File: src/rtl/ldst_pkg.sv
package ldst_pkg;

  localparam logic [1:0] SZ_BYTE = 2'b00;
  localparam logic [1:0] SZ_HALF = 2'b01;
  localparam logic [1:0] SZ_WORD = 2'b10;

  typedef enum logic [2:0] {
    ST_IDLE   = 3'd0,
    ST_REQ_LO = 3'd1,
    ST_RSP_LO = 3'd2,
    ST_REQ_HI = 3'd3,
    ST_RSP_HI = 3'd4
  } ldst_state_e;

  // Number of bytes an access of the given size touches.
  function automatic int size_bytes(input logic [1:0] sz, input int word_bytes);
    case (sz)
      SZ_BYTE: return 1;
      SZ_HALF: return 2;
      default: return word_bytes;
    endcase
  endfunction

endpackage

File: src/rtl/ldst_lane_map.sv
// Spreads one access over two consecutive words: byte enables and store data.
module ldst_lane_map #(
  parameter int DATA_W = 32,
  localparam int BYTES = DATA_W / 8,
  localparam int OFF_W = $clog2(BYTES)
) (
  input  logic [OFF_W-1:0]  off_i,
  input  logic [1:0]        size_i,
  input  logic [DATA_W-1:0] wdata_i,
  output logic [BYTES-1:0]  be_lo_o,
  output logic [BYTES-1:0]  be_hi_o,
  output logic [DATA_W-1:0] wdata_lo_o,
  output logic [DATA_W-1:0] wdata_hi_o,
  output logic              split_o
);

  logic [2*BYTES-1:0]  lane_mask;
  logic [2*BYTES-1:0]  lane_span;
  logic [2*DATA_W-1:0] wide_data;
  int                  nbytes;

  always_comb nbytes = ldst_pkg::size_bytes(size_i, BYTES);

  for (genvar g = 0; g < 2*BYTES; g++) begin : g_mask
    assign lane_mask[g] = (g < nbytes);
  end

  always_comb begin
    lane_span = lane_mask << off_i;
    wide_data = {{DATA_W{1'b0}}, wdata_i} << {off_i, 3'b000};
  end

  assign be_lo_o    = lane_span[BYTES-1:0];
  assign be_hi_o    = lane_span[2*BYTES-1:BYTES];
  assign wdata_lo_o = wide_data[DATA_W-1:0];
  assign wdata_hi_o = wide_data[2*DATA_W-1:DATA_W];
  assign split_o    = |lane_span[2*BYTES-1:BYTES];

endmodule

File: src/rtl/ldst_read_align.sv
// Joins the response words, moves the addressed bytes to bit 0 and extends them.
module ldst_read_align #(
  parameter int DATA_W = 32,
  localparam int BYTES = DATA_W / 8,
  localparam int OFF_W = $clog2(BYTES)
) (
  input  logic [OFF_W-1:0]  off_i,
  input  logic [1:0]        size_i,
  input  logic              signed_i,
  input  logic              split_i,
  input  logic [DATA_W-1:0] word_lo_i,
  input  logic [DATA_W-1:0] word_hi_i,
  output logic [DATA_W-1:0] data_o
);

  logic [2*DATA_W-1:0] joined;
  logic [2*DATA_W-1:0] shifted;
  logic [DATA_W-1:0]   low_part;

  always_comb begin
    joined   = split_i ? {word_hi_i, word_lo_i} : {{DATA_W{1'b0}}, word_lo_i};
    shifted  = joined >> {off_i, 3'b000};
    low_part = shifted[DATA_W-1:0];
    case (size_i)
      ldst_pkg::SZ_BYTE: data_o = {{(DATA_W-8){signed_i & low_part[7]}}, low_part[7:0]};
      ldst_pkg::SZ_HALF: data_o = {{(DATA_W-16){signed_i & low_part[15]}}, low_part[15:0]};
      default:           data_o = low_part;
    endcase
  end

endmodule

File: src/rtl/ldst_unit.sv
// Load/store unit: splits word-crossing accesses into two aligned bus transfers.
module ldst_unit #(
  parameter int DATA_W = 32,
  parameter int ADDR_W = 32,
  localparam int BYTES = DATA_W / 8,
  localparam int OFF_W = $clog2(BYTES)
) (
  input  logic              clk_i,
  input  logic              rst_ni,
  input  logic              req_valid_i,
  output logic              req_ready_o,
  input  logic              req_we_i,
  input  logic [ADDR_W-1:0] req_addr_i,
  input  logic [1:0]        req_size_i,
  input  logic              req_signed_i,
  input  logic [DATA_W-1:0] req_wdata_i,
  output logic              rsp_valid_o,
  output logic [DATA_W-1:0] rsp_rdata_o,
  output logic              rsp_err_o,
  output logic              bus_req_o,
  input  logic              bus_gnt_i,
  output logic              bus_we_o,
  output logic [ADDR_W-1:0] bus_addr_o,
  output logic [BYTES-1:0]  bus_be_o,
  output logic [DATA_W-1:0] bus_wdata_o,
  input  logic              bus_rvalid_i,
  input  logic [DATA_W-1:0] bus_rdata_i,
  input  logic              bus_err_i
);

  localparam logic [ADDR_W-1:0] WORD_STEP = ADDR_W'(BYTES);

  ldst_pkg::ldst_state_e state_q, state_d;

  logic              we_q, signed_q, split_q, err_lo_q;
  logic [ADDR_W-1:0] base_q;
  logic [OFF_W-1:0]  off_q;
  logic [1:0]        size_q;
  logic [BYTES-1:0]  be_lo_q, be_hi_q;
  logic [DATA_W-1:0] wd_lo_q, wd_hi_q, rdata_lo_q;
  logic              rsp_valid_q, rsp_err_q;
  logic [DATA_W-1:0] rsp_rdata_q;

  // Lane mapping of the incoming request, captured on accept.
  logic [BYTES-1:0]  map_be_lo, map_be_hi;
  logic [DATA_W-1:0] map_wd_lo, map_wd_hi;
  logic              map_split;

  ldst_lane_map #(.DATA_W(DATA_W)) u_lane_map (
    .off_i      (req_addr_i[OFF_W-1:0]),
    .size_i     (req_size_i),
    .wdata_i    (req_wdata_i),
    .be_lo_o    (map_be_lo),
    .be_hi_o    (map_be_hi),
    .wdata_lo_o (map_wd_lo),
    .wdata_hi_o (map_wd_hi),
    .split_o    (map_split)
  );

  // Handshake qualifiers
  logic accept, granted, resp_lo, resp_hi, finish, in_hi;

  assign req_ready_o = (state_q == ldst_pkg::ST_IDLE);
  assign bus_req_o   = (state_q == ldst_pkg::ST_REQ_LO) || (state_q == ldst_pkg::ST_REQ_HI);
  assign accept      = req_valid_i && req_ready_o;
  assign granted     = bus_req_o && bus_gnt_i;
  assign resp_lo     = (state_q == ldst_pkg::ST_RSP_LO) && bus_rvalid_i;
  assign resp_hi     = (state_q == ldst_pkg::ST_RSP_HI) && bus_rvalid_i;
  assign finish      = (resp_lo && !split_q) || resp_hi;
  assign in_hi       = (state_q == ldst_pkg::ST_REQ_HI);

  // Read merge
  logic [DATA_W-1:0] merged;

  ldst_read_align #(.DATA_W(DATA_W)) u_read_align (
    .off_i     (off_q),
    .size_i    (size_q),
    .signed_i  (signed_q),
    .split_i   (split_q),
    .word_lo_i ((state_q == ldst_pkg::ST_RSP_HI) ? rdata_lo_q : bus_rdata_i),
    .word_hi_i (bus_rdata_i),
    .data_o    (merged)
  );

  always_comb begin
    state_d = state_q;
    case (state_q)
      ldst_pkg::ST_IDLE:   if (accept)  state_d = ldst_pkg::ST_REQ_LO;
      ldst_pkg::ST_REQ_LO: if (granted) state_d = ldst_pkg::ST_RSP_LO;
      ldst_pkg::ST_RSP_LO: if (resp_lo) state_d = split_q ? ldst_pkg::ST_REQ_HI : ldst_pkg::ST_IDLE;
      ldst_pkg::ST_REQ_HI: if (granted) state_d = ldst_pkg::ST_RSP_HI;
      ldst_pkg::ST_RSP_HI: if (resp_hi) state_d = ldst_pkg::ST_IDLE;
      default:                          state_d = ldst_pkg::ST_IDLE;
    endcase
  end

  always_ff @(posedge clk_i or negedge rst_ni) begin
    if (!rst_ni) begin
      state_q     <= ldst_pkg::ST_IDLE;
      we_q        <= 1'b0;
      signed_q    <= 1'b0;
      split_q     <= 1'b0;
      err_lo_q    <= 1'b0;
      base_q      <= '0;
      off_q       <= '0;
      size_q      <= '0;
      be_lo_q     <= '0;
      be_hi_q     <= '0;
      wd_lo_q     <= '0;
      wd_hi_q     <= '0;
      rdata_lo_q  <= '0;
      rsp_valid_q <= 1'b0;
      rsp_err_q   <= 1'b0;
      rsp_rdata_q <= '0;
    end else begin
      state_q     <= state_d;
      rsp_valid_q <= finish;
      if (accept) begin
        we_q     <= req_we_i;
        signed_q <= req_signed_i;
        split_q  <= map_split;
        err_lo_q <= 1'b0;
        base_q   <= {req_addr_i[ADDR_W-1:OFF_W], {OFF_W{1'b0}}};
        off_q    <= req_addr_i[OFF_W-1:0];
        size_q   <= req_size_i;
        be_lo_q  <= map_be_lo;
        be_hi_q  <= map_be_hi;
        wd_lo_q  <= map_wd_lo;
        wd_hi_q  <= map_wd_hi;
      end
      if (resp_lo) begin
        rdata_lo_q <= bus_rdata_i;
        err_lo_q   <= bus_err_i;
      end
      if (finish) begin
        rsp_err_q   <= bus_err_i | (resp_hi & err_lo_q);
        rsp_rdata_q <= we_q ? '0 : merged;
      end
    end
  end

  assign bus_we_o    = we_q;
  assign bus_addr_o  = in_hi ? base_q + WORD_STEP : base_q;
  assign bus_be_o    = in_hi ? be_hi_q : be_lo_q;
  assign bus_wdata_o = in_hi ? wd_hi_q : wd_lo_q;

  assign rsp_valid_o = rsp_valid_q;
  assign rsp_rdata_o = rsp_rdata_q;
  assign rsp_err_o   = rsp_err_q;

endmodule

File: config.mk
export PLATFORM = sky130hd
export DESIGN_NAME = ldst_unit
export DESIGN_NICKNAME = d
export VERILOG_FILES = /design/src/rtl/ldst_pkg.sv /design/src/rtl/ldst_lane_map.sv /design/src/rtl/ldst_read_align.sv /design/src/rtl/ldst_unit.sv
export SDC_FILE = /design/constraint.sdc
export NUM_CORES = 1
export LEC_CHECK = 0
export ABC_CLOCK_PERIOD_IN_PS = 5200
export CAP_MARGIN = 0
export CORE_MARGIN = 5
export CORE_UTILIZATION = 50
export CTS_CLUSTER_DIAMETER = 100
export CTS_CLUSTER_SIZE = 30
export DETAILED_ROUTE_END_ITERATION = 8
export GPL_TIMING_DRIVEN = 0
export PLACE_DENSITY = 0.88
export SETUP_SLACK_MARGIN = 0.4
export SYNTH_ARGS = -nofsm -noshare
export SYNTH_HDL_FRONTEND = slang
export SYNTH_SLANG_ARGS = --single-unit
export TNS_END_PERCENT = 50
File: constraint.sdc
create_clock -name clk_i -period 5.2 [get_ports clk_i]
set_clock_uncertainty 0.2 [all_clocks]
set_input_delay 1.04 -clock clk_i [delete_from_list [all_inputs] [get_ports clk_i]]
set_output_delay 1.04 -clock clk_i [all_outputs]
set_load 0.005 [all_outputs]
### Word-level counts from Yosys, hierarchy flattened

Index checks and enable logic that the tools add are counted.

* add/subtract/negate cells: 1
* $lt $le $gt $ge: 8
* equality and inequality tests: 11
* shift-type cells: 3
* mux-type cells: 17
* bitwise gates (word level): 4
* reduce and logical (&&, ||, !) cells: 14

Operator list (number)
* 32-bit two-way mux: 4
* 64-bit two-way mux: 1
* 32-bit one-hot mux with 2 select lines: 1
* 32-bit by 5-bit << shifter with 64-bit output: 1
* 64-bit by 5-bit right shift with 32-bit output: 1
* 32-bit by 3-bit adder with 32-bit output (second input constant): 1
* 3-bit two-way mux: 5
* 3-bit one-hot mux with 5 select lines: 1
* 3-bit less-than comparator (first input constant): 4
* 2-bit != test (second input constant): 4
* 8-bit by 2-bit << shifter with 8-bit output: 1
* 3-bit by 2-bit equality test with 1-bit output (second input constant): 2
* 1-bit by 3-bit less-than comparator with 1-bit output (first input constant): 2
* 2-bit by 3-bit less-than comparator with 1-bit output (first input constant): 2
* 3-bit one-hot mux with 2 select lines: 1
* 1-bit logical AND: 5
* 5-bit AND reduction: 1
* 2-bit by 1-bit equality test with 1-bit output (second input constant): 2
* 2-bit logical NOT: 2
* 4-bit two-way mux: 1
* 4-bit OR reduction: 1
* 1-bit AND: 3
* 3-bit by 1-bit equality test with 1-bit output (second input constant): 1
* 3-bit equality test (second input constant): 1
* 8 further kinds: 10

* register bits after elaboration: 179
* bits of input ports: 106
* output and inout port bits: 105

### Longest topological paths before layout

* depth in word-level cells: 7
* gate-level depth with buffers: 8
* depth with buffers taken out: 8

### By module

From an unflattened synthesis, not the netlist that was laid out.

* cell total of the unflattened synthesis: 942
* area total of the unflattened synthesis: 10388.7 um^2

By module, submodules not included
* ldst_unit: times used 1, cells an instance 653, area each 8329.2 um^2, sequential area each 4479.3 um^2
* ldst_read_align: times used 1, cells an instance 141, area each 1107.3 um^2, sequential area each 0.0 um^2
* ldst_lane_map: times used 1, cells an instance 148, area each 952.2 um^2, sequential area each 0.0 um^2

### Worst setup path after synthesis

No wires, ideal clock.

* kind: flip-flop to output port
* from: register state_q[2]
* to: output port bus_addr_o[25]
* arrival time: 1.733 ns
* data required time: 3.960 ns
* setup slack: 2.227 ns
* stages on the path, launching flop included: 8
* buffers on the path: 2
* cells stage by stage: dfrtp_1 clkbuf_1 and3b_1 buf_2 nand4_1 nor3_1 nand3_1 xnor2_1

* word-level cells in the longest chain between the ends: 2

Ends and longest elaborated chain
* from (decl): line ldst_unit.sv:33 `ldst_pkg::ldst_state_e state_q, state_d;`
* from (signal assigned): line ldst_unit.sv:99 `state_q <= ldst_pkg::ST_IDLE;`
* from (signal assigned): line ldst_unit.sv:116 `state_q <= state_d;`
* 3-bit by 2-bit equality test with 1-bit output: line ldst_unit.sv:70 `assign in_hi = (state_q == ldst_pkg::ST_REQ_HI);`
* 32-bit two-way mux: line ldst_unit.sv:143 `assign bus_addr_o = in_hi ? base_q + WORD_STEP : base_q;`
* to (decl): line ldst_unit.sv:23 `output logic [ADDR_W-1:0] bus_addr_o,`

No other way between the ends.

### Worst setup path in the final report

Same ends and word-level chain as after synthesis.

==> qor.yml <==
status: "finished clean"
firstDrtPassIters: 6
final_net_count: 1319
worst_path_largest_cell_delay_ps: 610
drc: 0
core_sq_um: 18900
wl_per_cell_microns: 20.3
gr-total-overflow: 0
rr_startpoint: "state_q[0]$_DFFE_PN0P_"
hpwlAfterDp_microns: 22300
synth_cell_type_count: 45
worstHoldPathCells: 2
drv_cap: 0
clk_pin_slew_worst_paths_ps: 70
initial_core_util_pct: 51.1
ys.flop_type: "dfrtp_1"
die_area_sq_um: 22200
post-route-worst-setup-slack_ps: 812
power.leakage_uw: 0.00535
row_count: 50
slew_viol_final: 0
netlist_area_sq_um: 9660
cp_data_required_time_ps: 3960
drive_above_1_share_pct: 14.6
avgSynthCellArea_sq_um: 9.82
areaGrowthSynthToFinish_pct: 31.6
ant_nets: 0
numPortBuffers: 206
design_power_total_uw: 7220
die_h_microns: 149
htreeDepth: 4
ir_worst_vdd_mv: 0.297
start_kind: "flip-flop"
power_density_nw_per_um2: 568
fmax_ghz: 0.228
wl_microns: 30200
design_area_sq_um: 12700
min_to: "rsp_rdata_o[0]$_DFFE_PN0P_"
timing.setup.tns_ps: 0
place_ws_ps: 1290
min_path_type: "flip-flop to flip-flop"
cts_hold_buf: 0
fin_crit_sh_pct: 84.4
hp-start: "rsp_rdata_o[0]$_DFFE_PN0P_"
post_cts_buffers: 0
gp_congestion: 0.947
final_cell_mix: "nand2_1, clkdlybuf4s50_1, dfrtp_1"
first_global_vias: 8670
seq_area_frac_synth_pct: 44.3
track_usage_pct: 26.9
hold_violations: 0
dpl_cell_area_sq_um: 12100
clockBufferDepth: 2
arrival_ps: 3150
cts_root_buf: "clkbuf_16"
yosys_warnings: 0
grt_pass1_wl_microns: 46800
slew-limit-headroom_pct: 47.6
drt_iter0_drc: 1017
synth_edf_count: 0
min_period_ps: 4390
cts_buffers: 17
cts_sinks: 171
tightest_slew_ps: 783
vias_per_cell: 5.94
ioPinCount: 211
worstPathMaxFanout: 10
rsz0062_at_grt: "no"
cts_tree: "built"
synthCells: 984
clkLatencyLatePin_ps: 430
die_w_microns: 149
slowest_stage: "nor3_1"
setup_viol: 0
synthArstFlopShare_pct: 100
synth_seq_cells: 171
antenna_found_initial: 2
grt_max_degree: 100
crit_type: "flip-flop to primary output"
end_kind: "primary output"
final_common_cell: "nand2_1"
r2r_end: "rsp_rdata_o[11]$_DFFE_PN0P_"
ctsResizeCount: 0
r2r_slack_ps: 2410
crit_chain: "clkbuf_1 -> and3b_1 -> buf_2 -> nand4_1 -> nor3_1 -> nand3_1 -> xnor2_1 -> clkdlybuf4s50_1"
r2r_cells: 6
vias: 8828
==> Yosys cell counts, types with 15 or more instances <==
library cell	n	share of area, %
nand3_1	17	0.88
mux2_2	85	9.9
mux2i_1	42	4.4
nand2_1	237	9.2
nor2b_1	22	1.4
o21ai_0	80	4.1
mux4_2	30	7.0
a21oi_1	35	1.8
nor2_1	29	1.1
xnor2_1	25	2.3
clkbuf_1	45	1.7
o211ai_1	15	1.2
buf_2	18	0.93
o31ai_1	20	1.6
dfrtp_1	171	44
==> flip-flops by register name (all words and copies together), names as in the netlist, 2 cells and up <==
signal and flops:
rdata_lo_q 32, rsp_rdata_o 32, wd_lo_q 32, base_q 30, wd_hi_q 24, be_hi_q 4
be_lo_q 4, state_q 3, off_q 2, size_q 2
==> worst max path at each step <==
stage,depth (start not counted),end,from
after global placement,1,base_q[22]$_DFFE_PN0P_,rst_ni
final,8,bus_addr_o[25],state_q[2]$_DFFE_PN0P_
after floorplan,7,bus_addr_o[25],state_q[2]$_DFFE_PN0P_
after global routing,8,bus_addr_o[27],state_q[2]$_DFFE_PN0P_
after detailed placement,8,bus_addr_o[27],state_q[2]$_DFFE_PN0P_
after CTS,8,bus_addr_o[27],state_q[2]$_DFFE_PN0P_
==> logic make-up (layout without fill, tap and decap cells) <==
| logic type | Yosys count | in the layout | synth area share [%] |
|---|---|---|---|
| AOI/OAI and AO/OA | 183 | 183 | 11.6 |
| xor gates and xnor gates | 29 | 29 | 2.63 |
| adders and majority gates | 2 | 2 | 0.259 |
| buffers and inverters | 89 | 328 | 3.96 |
| DFF | 171 | 171 | 44.3 |
| muxes | 157 | 157 | 21.3 |
| other | 1 | 3 | 0.0388 |
| and+or+nand+nor | 352 | 352 | 16.0 |
==> final cells by class <==
type / instances / area, sq um
fill: 1432 / 6180
multi-input combinational: 725 / 5000
sequential: 171 / 4280
timing repair buffer: 207 / 2090
clock buffer: 17 / 425
buffer: 76 / 334
tap: 260 / 325
clock inverter: 15 / 201
inverter: 13 / 48.8
antenna: 1 / 2.50
==> layer usage <==
layer	wire [microns]	share of wire, %	track usage, %	up-vias
met2	14300	47	43.4	555
met1	11900	39	36.3	4251
li1	-	-	-	3912
met5	12	0.040	0	-
met3	2980	9.9	6.35	108
met4	970	3.2	8.10	2
==> through the flow <==
stage          util (%)  hold WS, ps  instances
6_report           67.3          282       1485
5_1_grt            67.3          318       1485
4_1_cts            67.3          284       1484
3_3_place_gp       63.8          259       1451
2_1_floorplan         -          248        985
3_5_place_dp       64.0          269       1452
==> power by group <==
group          switching [uW]  leakage [uW]  internal (uW)
logic                    1670       0.00290           1800
clock network             629      0.000301            699
registers                 460       0.00215           1950
==> critical path: cells and delay by family, from the launching register on <==
kind                      cells  cell delay (ps)
xor gates and xnor gates      1              160
DFF                           1              380
buffers and inverters         3              920
and+or+nand+nor               4             1250
Note: power is estimated with default switching activity, not from simulation.
